File: config.mk
export PLATFORM = sky130hd
export DESIGN_NAME = ucode_seq
export DESIGN_NICKNAME = d
export VERILOG_FILES = /design/src/rtl/ucode_seq_pkg.sv /design/src/rtl/ucode_seq_wram.sv /design/src/rtl/ucode_seq_arb.sv /design/src/rtl/ucode_seq_gap.sv /design/src/rtl/ucode_seq.sv
export SDC_FILE = /design/constraint.sdc
export NUM_CORES = 1
export LEC_CHECK = 0
export BUFFER_PORTS_ARGS = -buffer_cell sky130_fd_sc_hd__buf_2
export CAP_MARGIN = 20
export CORE_ASPECT_RATIO = 0.5
export CORE_MARGIN = 4
export CORE_UTILIZATION = 39
export CTS_CLUSTER_SIZE = 8
export DETAILED_ROUTE_END_ITERATION = 7
export GPL_TIMING_DRIVEN = 0
export HOLD_SLACK_MARGIN = 0.1
export PLACE_DENSITY = 0.55
export SKIP_CTS_REPAIR_TIMING = 1
export SLEW_MARGIN = 15
export SYNTH_ARGS = -nofsm -noshare
export SYNTH_HDL_FRONTEND = slang
export SYNTH_HIERARCHICAL = 1
export SYNTH_SLANG_ARGS = --single-unit
File: constraint.sdc
create_clock -name clk -period 6.95 [get_ports clk]
set_input_delay 1.39 -clock clk [delete_from_list [all_inputs] [get_ports clk]]
set_output_delay 1.39 -clock clk [all_outputs]
set_load 0.02 [all_outputs]
File: src/rtl/ucode_seq_pkg.sv
package ucode_seq_pkg;
  localparam int WB_LAST = 31;
  localparam int WB_TARM = 30;
  localparam int WB_DVAL = 29;
  localparam int WB_ADV  = 28;
  localparam int WB_CS   = 0;
  localparam int WORD_W  = 32;

  typedef enum logic [1:0] {
    PW8  = 2'd0,
    PW16 = 2'd1,
    PW32 = 2'd2,
    PW64 = 2'd3
  } port_w_e;

  function automatic logic [3:0] adv_step(input logic [1:0] pw);
    return 4'd1 << pw;
  endfunction
endpackage

File: src/rtl/ucode_seq_wram.sv
module ucode_seq_wram #(
  parameter int DEPTH = 32,
  parameter int IW    = $clog2(DEPTH),
  parameter int DW    = 32
) (
  input  logic          clk,
  input  logic          we,
  input  logic [IW-1:0] widx,
  input  logic [DW-1:0] wdata,
  input  logic [IW-1:0] ridx,
  output logic [DW-1:0] rdata
);
  logic [DW-1:0] mem [DEPTH];

  always_ff @(posedge clk) begin
    if (we) mem[widx] <= wdata;
  end

  assign rdata = mem[ridx];
endmodule

File: src/rtl/ucode_seq_arb.sv
module ucode_seq_arb #(
  parameter int NREQ  = 4,
  parameter int NBANK = 4,
  parameter int BW    = $clog2(NBANK)
) (
  input  logic              en,
  input  logic [NREQ-1:0]   valid,
  input  logic [NREQ*BW-1:0] bank,
  input  logic [NBANK-1:0]  held,
  output logic [NREQ-1:0]   ack,
  output logic              any
);
  logic [NREQ-1:0] elig;

  genvar g;
  generate
    for (g = 0; g < NREQ; g++) begin : g_elig
      assign elig[g] = valid[g] & ~held[bank[g*BW +: BW]];
    end
  endgenerate

  always_comb begin
    ack = '0;
    any = 1'b0;
    for (int i = 0; i < NREQ; i++) begin
      if (en && !any && elig[i]) begin
        ack[i] = 1'b1;
        any    = 1'b1;
      end
    end
  end
endmodule

File: src/rtl/ucode_seq_gap.sv
module ucode_seq_gap #(
  parameter int NBANK = 4,
  parameter int BW    = $clog2(NBANK),
  parameter int TW    = 6
) (
  input  logic             clk,
  input  logic             rst_n,
  input  logic             arm,
  input  logic [BW-1:0]    arm_bank,
  input  logic [TW-1:0]    len,
  output logic [NBANK-1:0] running
);
  genvar b;
  generate
    for (b = 0; b < NBANK; b++) begin : g_bank
      logic [TW-1:0] cnt_q, cnt_d;
      logic          cnt_en;

      always_comb begin
        cnt_en = 1'b0;
        cnt_d  = cnt_q;
        if (arm && (arm_bank == BW'(b))) begin
          cnt_en = 1'b1;
          cnt_d  = len;
        end else if (cnt_q != '0) begin
          cnt_en = 1'b1;
          cnt_d  = cnt_q - 1'b1;
        end
      end

      always_ff @(posedge clk or negedge rst_n) begin
        if (!rst_n)      cnt_q <= '0;
        else if (cnt_en) cnt_q <= cnt_d;
      end

      assign running[b] = (cnt_q != '0);
    end
  endgenerate
endmodule

File: src/rtl/ucode_seq.sv
module ucode_seq
  import ucode_seq_pkg::*;
#(
  parameter int NREQ  = 4,
  parameter int NBANK = 4,
  parameter int DEPTH = 32,
  parameter int AW    = 5,
  parameter int TW    = 6,
  localparam int BW   = $clog2(NBANK),
  localparam int IW   = $clog2(DEPTH)
) (
  input  logic               clk,
  input  logic               rst_n,
  input  logic [NBANK-1:0]   bank_own,
  input  logic [TW-1:0]      gap_cycles,
  input  logic [NREQ-1:0]    req_valid,
  input  logic [NREQ*BW-1:0] req_bank,
  input  logic [NREQ-1:0]    req_burst,
  input  logic [NREQ*2-1:0]  req_size,
  input  logic [NREQ*IW-1:0] req_start,
  input  logic [NREQ*AW-1:0] req_addr,
  output logic [NREQ-1:0]    req_ack,
  input  logic               ld_we,
  input  logic [IW-1:0]      ld_idx,
  input  logic [WORD_W-1:0]  ld_word,
  output logic [NBANK-1:0]   cs_n,
  output logic [AW-1:0]      addr_out,
  output logic               dvalid,
  output logic               busy
);
  // reset: asserted asynchronously, released on a clock edge
  logic rs_meta_q, rs_q;
  always_ff @(posedge clk or negedge rst_n) begin
    if (!rst_n) begin
      rs_meta_q <= 1'b0;
      rs_q      <= 1'b0;
    end else begin
      rs_meta_q <= 1'b1;
      rs_q      <= rs_meta_q;
    end
  end

  // sequencer state
  logic          act_q, act_d;
  logic [IW-1:0] pc_q, pc_d;
  logic [BW-1:0] bank_q, bank_d;
  logic          burst_q, burst_d;
  logic [1:0]    size_q, size_d;
  logic [AW-1:0] addr_q, addr_d;
  logic          seq_en;

  logic [WORD_W-1:0] word;
  logic              w_last, w_arm, w_adv;
  logic [NBANK-1:0]  t_run, bank_block;
  logic              arb_en, arb_any;

  ucode_seq_wram #(.DEPTH(DEPTH), .IW(IW), .DW(WORD_W)) u_wram (
    .clk   (clk),
    .we    (ld_we & ~act_q),
    .widx  (ld_idx),
    .wdata (ld_word),
    .ridx  (pc_q),
    .rdata (word)
  );

  assign w_last = act_q & word[WB_LAST];
  assign w_arm  = w_last & word[WB_TARM];
  assign w_adv  = act_q & burst_q & word[WB_ADV];

  always_comb begin
    for (int b = 0; b < NBANK; b++) begin
      bank_block[b] = t_run[b] | (w_arm && (bank_q == BW'(b)));
    end
  end

  assign arb_en = ~act_q | w_last;

  ucode_seq_arb #(.NREQ(NREQ), .NBANK(NBANK), .BW(BW)) u_arb (
    .en    (arb_en),
    .valid (req_valid),
    .bank  (req_bank),
    .held  (bank_block),
    .ack   (req_ack),
    .any   (arb_any)
  );

  ucode_seq_gap #(.NBANK(NBANK), .BW(BW), .TW(TW)) u_gap (
    .clk      (clk),
    .rst_n    (rs_q),
    .arm      (w_arm),
    .arm_bank (bank_q),
    .len      (gap_cycles),
    .running  (t_run)
  );

  // next state
  always_comb begin
    act_d   = act_q;
    pc_d    = pc_q;
    bank_d  = bank_q;
    burst_d = burst_q;
    size_d  = size_q;
    addr_d  = addr_q;
    if (arb_any) begin
      act_d = 1'b1;
      for (int i = 0; i < NREQ; i++) begin
        if (req_ack[i]) begin
          pc_d    = req_start[i*IW +: IW];
          bank_d  = req_bank[i*BW +: BW];
          burst_d = req_burst[i];
          size_d  = req_size[i*2 +: 2];
          addr_d  = req_addr[i*AW +: AW];
        end
      end
    end else if (w_last) begin
      act_d = 1'b0;
    end else if (act_q) begin
      pc_d = pc_q + 1'b1;
      if (w_adv) addr_d = addr_q + AW'(adv_step(size_q));
    end
  end

  assign seq_en = act_q | arb_any;

  always_ff @(posedge clk or negedge rs_q) begin
    if (!rs_q) begin
      act_q   <= 1'b0;
      pc_q    <= '0;
      bank_q  <= '0;
      burst_q <= 1'b0;
      size_q  <= PW8;
      addr_q  <= '0;
    end else if (seq_en) begin
      act_q   <= act_d;
      pc_q    <= pc_d;
      bank_q  <= bank_d;
      burst_q <= burst_d;
      size_q  <= size_d;
      addr_q  <= addr_d;
    end
  end

  // outputs
  always_comb begin
    for (int b = 0; b < NBANK; b++) begin
      cs_n[b] = (act_q && bank_own[b] && (bank_q == BW'(b))) ? word[WB_CS] : 1'b1;
    end
  end

  assign dvalid   = act_q & word[WB_DVAL];
  assign busy     = act_q;
  assign addr_out = addr_q;
endmodule

==> results of run 1 <==
cell usage in the layout (no fill, tap or decap), drive strengths merged, types with 11 or more instances in the layout:
master	instances
a22oi	15
dfrtp	42
buf	153
o31ai	16
edfxtp	160
nand3b	11
ha	13
a22o	15
o21ai	23
nand3	28
nand2	54
inv	24
a21oi	29
clkbuf	61
nor2	59
nor3	17
mux2i	101
worst max-delay path, stage by stage, from the launching register on:
cell and delay [ns]:
dfrtp_1 0.42, buf_4 0.18, buf_4 0.16, buf_2 0.21, mux2i_1 0.32, a22oi_1 0.11
a31oi_1 0.27, nand3_1 0.20, and3_1 0.20, clkbuf_1 0.27, a31o_2 0.37, mux4_2 0.49
or2_4 0.26, nor4b_4 0.48, buf_2 0.27
area by class of cell:
class,instances,share of cell area
buffer,74,0.03833
clock inverter,2,0.002455
clock buffer,38,0.06480
timing repair buffer,102,0.04484
tap,344,0.03672
inverter,23,0.007366
sequential,202,0.4997
multi-input combinational,505,0.3058
per-stage QoR:
stage | hold WS (ns) | worst slack [ns] | area [um2]
finish | 0.1626 | 0.8032 | 11720
global placement | 0.3362 | 1.479 | 10910
CTS | 0.1767 | 0.8068 | 11720
detailed placement | 0.1718 | 1.458 | 10930
floorplan | 0.3312 | 2.348 | 9975
global route | 0.1858 | 0.5386 | 11720
power breakdown:
group / total [uW] / internal, uW / switching, uW
sequential: 1560 / 1430 / 137
combinational: 1370 / 626 / 742
clock: 1240 / 751 / 491
per-layer routing:
metal	global-route usage	vias up	routed length [um]
met5	0	-	0
met4	0.03781	0	392
met3	0.03377	31	1288
met2	0.2738	150	11150
met1	0.2592	3441	12210
li1	-	3263	-
state kept, by name (all words and copies together), names as in the netlist:
name	cells
rs_meta_q	1
rs_q	1
u_wram/mem	160
busy	1
addr_out	5
u_gap/g_bank.cnt_q	24
bank_q	2
pc_q	5
burst_q	1
size_q	2
final timing paths:
check	to	slack, ns	from
hold / removal	u_gap/g_bank[1].cnt_q[3]	0.16	rs_q
min in group clk	rs_q	0.35	rs_meta_q
setup reg to reg	pc_q[3]	1.85	pc_q[0]
setup / recovery	req_ack[3]	0.80	pc_q[0]
hold reg to reg	u_gap/g_bank[1].cnt_q[3]	0.16	rs_q
max in group asynchronous	rs_q	6.23	rst_n
==> results by group, run 1 <==
STA
  – Pins Over Slew Limit: 0
  – Final setup viols: 0
  – Final worst path period need: 6.147 ns
  – Fin crit share: 0.8844
  – Clk_skew: 0.01356 ns
  – RSZ-0062 raised after global routing: false
  – Slew margin rel.: 0.5089
  – Sum Neg Setup Slack: 0 ns
  – Hold Vio Cnt, Final: 0
  – Slew of the pin with the lowest slew margin: 0.7350 ns
  – Fmax: 162.7 MHz

Cells and area
  – Register area: 5857 um2
  – Share of layout cells above drive strength 1: 0.2230
  – Area growth syn-to-layout: 17.50%
  – Layout Cells excl Fill: 1290
  – Final nets: 1065
  – Antenna cells: 0
  – Fill count: 2272
  – Multi-input combinational cell area: 3583 um2
  – Final Util: 0.4653

Route
  – DR vias/cell: 5.337
  – Total wire length: 25040 um
  – DRC: 0
  – Drt first-iter violations: 492
  – Routed vias: 6885
  – DRT Pass-1 Iters: 5
  – DRT antenna net count: 0
  – WL/cell: 19.41 um

Power and ir drop
  – Power density over the cells: 356.1 nW/um2
  – Static Leak: 0.004561 uW
  – Peak supply drop: 176.1 uV
  – Overall power: 4173 uW

CTS
  – Clock Latency Late Sink: 0.55 ns
  – Reg clk slew, reported paths: 0.06 ns
  – CTS tree: built
  – CTS buffer count: 29
  – CTS Root Cell: clkbuf_16
  – CTS H-tree depth: 1
  – CTS Sinks: 202
  – Largest buffer count on any clock path: 3

Synthesis
  – Synthesized area: 9975 um2
  – Syn Nets: 932
  – Synthesized area per cell: 12.41 um2
  – Ys Warns: 6
  – Post-synthesis cell count: 804

Worst setup path
  – Reg2Reg Depth: 19
  – CP arrival: 4.76 ns
  – CP max FO: 12
  – Critical path type: register to output pin
  – Startpoint types: register
  – Worst EP required: 5.56 ns
  – Crit end category: output pin

Global route
  – Antenna violations before repair: 0
  – GRT overflow: 0
  – GRT Util Overall: 0.1765
  – Vias in the first global route: 6851
  – Global-route wire length before repair: 38370 um
  – Largest net degree at the start of global routing: 33

Die
  – Die H: 121.1 um
  – Die Span X: 234.2 um
  – Floorplan row count: 41
  – Core ar.: 25190 um2
  – Initial Util: 0.3960
  – I/O pins: 129
  – Die area: 28350 um2

Run status
  – Status: complete, no violations

Place
  – GPL Wtd Cong: 0.7967
  – PortBufs: 101
  – Placed cells: 1250
  – DPL Wire Length: 17750 um

Hold path
  – HP Class: register to asynchronous set/reset pin

Job
  – Max-cap viol count: 0
Note: power is estimated with default switching activity, not from simulation.
==> run 2, diff against run 1 <==
- BUFFER_PORTS_ARGS: -buffer_cell sky130_fd_sc_hd__buf_2 -> -buffer_cell sky130_fd_sc_hd__buf_4
- SETUP_SLACK_MARGIN: not set -> 0.15
==> results by group, run 2 (same netlist as run 1, synthesis figures left out) <==
Hold path
  – HP Class: register to asynchronous set/reset pin

Worst setup path
  – Slowest stage delay, CP: 0.49 ns
  – Critical path type: register to output pin
  – Cell family with most CP delay: simple AND/OR/NAND/NOR gates
  – Most frequent CP cell: buf_6
  – Buf/Inv on CP: 6
  – Worst EP required: 5.56 ns
  – Crit path cell chain: buf_4, buf_6, buf_6, buf_6, mux2i_1, a22oi_1, a31oi_1, nand3_1, and3_1, clkbuf_1, a31o_2, mux4_2, or2_4, nor4b_4, buf_4
  – Crit-path slowest cell: nor4b_4
  – Crit end category: output pin
  – CP max FO: 12
  – CP arrival: 4.62 ns
  – Startpoint types: register

STA
  – Sum Neg Setup Slack: 0 ns
  – Clk_skew: 0.01841 ns
  – Min setup slack post-route: 0.9411 ns
  – Fmax: 166.4 MHz
  – Fin crit share: 0.8646
  – Pins Over Slew Limit: 0
  – Slew of the pin with the lowest slew margin: 0.7393 ns
  – Final setup viols: 0
  – Final worst path period need: 6.009 ns
  – Hold Vio Cnt, Final: 0
  – Slew margin rel.: 0.5061
  – RSZ-0062 raised after global routing: false

Global route
  – GRT busiest layer: met2
  – Largest net degree at the start of global routing: 33
  – GRT overflow: 0
  – GR Layer Usage met3: 0.03307
  – Met2 usage: 0.2809
  – Met1 Use GR: 0.2475
  – GRT Util Overall: 0.1745
  – Global-route wire length before repair: 37780 um
  – Vias in the first global route: 6643
  – Antenna violations before repair: 0

CTS
  – CTS buffer count: 29
  – CTS tree: built
  – CTS Sinks: 202
  – Clock Latency Late Sink: 0.55 ns
  – CTS H-tree depth: 1
  – Largest buffer count on any clock path: 3
  – CTS Root Cell: clkbuf_16
  – Reg clk slew, reported paths: 0.06 ns

Die
  – I/O pins: 129
  – Core ar.: 25190 um2
  – Die H: 121.1 um
  – Initial Util: 0.3960
  – Die area: 28350 um2
  – Die Span X: 234.2 um
  – Floorplan row count: 41

Place
  – Place WS: 1.452 ns
  – GPL Wtd Cong: 0.8073
  – Placed cells: 1250
  – PortBufs: 101
  – DPL Wire Length: 17600 um

Route
  – Drt first-iter violations: 423
  – DRT Pass-1 Iters: 5
  – Total wire length: 24680 um
  – WL/cell: 19.13 um
  – DR vias/cell: 5.198
  – DRC: 0
  – Routed vias: 6706
  – DRT antenna net count: 0

Cells and area
  – Most common cell after layout, fill and taps aside: edfxtp_1
  – Final nets: 1065
  – Regs by FF count: u_wram/mem x160, u_gap/g_bank.cnt_q x24
  – Antenna cells: 0
  – Most frequent cells in the layout: 160 x edfxtp_1, 120 x buf_4, 101 x mux2i_1, 59 x nor2_1, 54 x nand2_1
  – Largest register FFs: 160
  – Area growth syn-to-layout: 20.03%
  – Share of layout cells above drive strength 1: 0.2230
  – Reg with most FFs: u_wram/mem
  – Layout Cells excl Fill: 1290

Job
  – Max-cap viol count: 0

Run status
  – Status: complete, no violations

Power and ir drop
  – Peak supply drop: 217.0 uV
  – Power density over the cells: 348.6 nW/um2
  – Static Leak: 0.004647 uW
run 2: metal layers:
layer	part of all wire	wire, um
met3	0.056	1373
met1	0.47	11570
met5	0	0
met2	0.46	11300
met4	0.018	440
run 2: report_power, final:
part | internal [uW] | switching (uW) | total [uW]
clock | 751 | 498 | 1250
combinational | 646 | 718 | 1360
sequential | 1420 | 135 | 1560
run 2: worst reg2reg max path: stages (launching register included):
cell      delay [ns]
dfrtp_1         0.42
buf_4           0.19
buf_6           0.16
buf_6           0.12
buf_6           0.13
mux2i_1         0.20
a22oi_1         0.10
a31oi_1         0.26
nand3_1         0.19
and3_1          0.24
clkbuf_1        0.25
a31o_2          0.36
mux2_2          0.29
o22ai_1         0.57
nor3_1          0.19
buf_2           0.24
o41ai_4         0.36
buf_6           0.20
o21ai_0         0.19
o22ai_1         0.21
a21oi_1         0.06
run 2: final timing paths:
check                               start     endpoint  slack [ns]  depth (start not counted)
worst max-delay path              pc_q[0]   req_ack[3]        0.94                         15
worst min-delay path                 rs_q  addr_out[1]        0.20                          0
worst max register to register    pc_q[0]      pc_q[3]        1.91                         20
worst min register to register       rs_q  addr_out[1]        0.20                          0
max in group asynchronous           rst_n         rs_q        6.24                          1
min in group clk                rs_meta_q         rs_q        0.35                          0
run 2: area by class of cell:
class | count | area, um2
plain buffers | 74 | 449.2
clock buffers | 38 | 759.5
clock inverters | 2 | 28.78
fillers | 2272 | 13220
inverters | 23 | 86.33
multi-input cells | 505 | 3583
flip-flops and latches | 202 | 5857
well taps | 344 | 430.4
repair buffers | 102 | 778.2
run 2: stage by stage:
step / cell area (um2) / hold slack [ns] / utilization / total power, uW
floorplan: 9975 / 0.3312 / - / 2560
detailed placement: 11180 / 0.2205 / 0.4440 / 2947
finish: 11970 / 0.2001 / 0.4753 / 4173
global placement: 11160 / 0.3390 / 0.4432 / 2924
CTS: 11970 / 0.2273 / 0.4753 / 4217
global route: 11970 / 0.2423 / 0.4753 / 4426
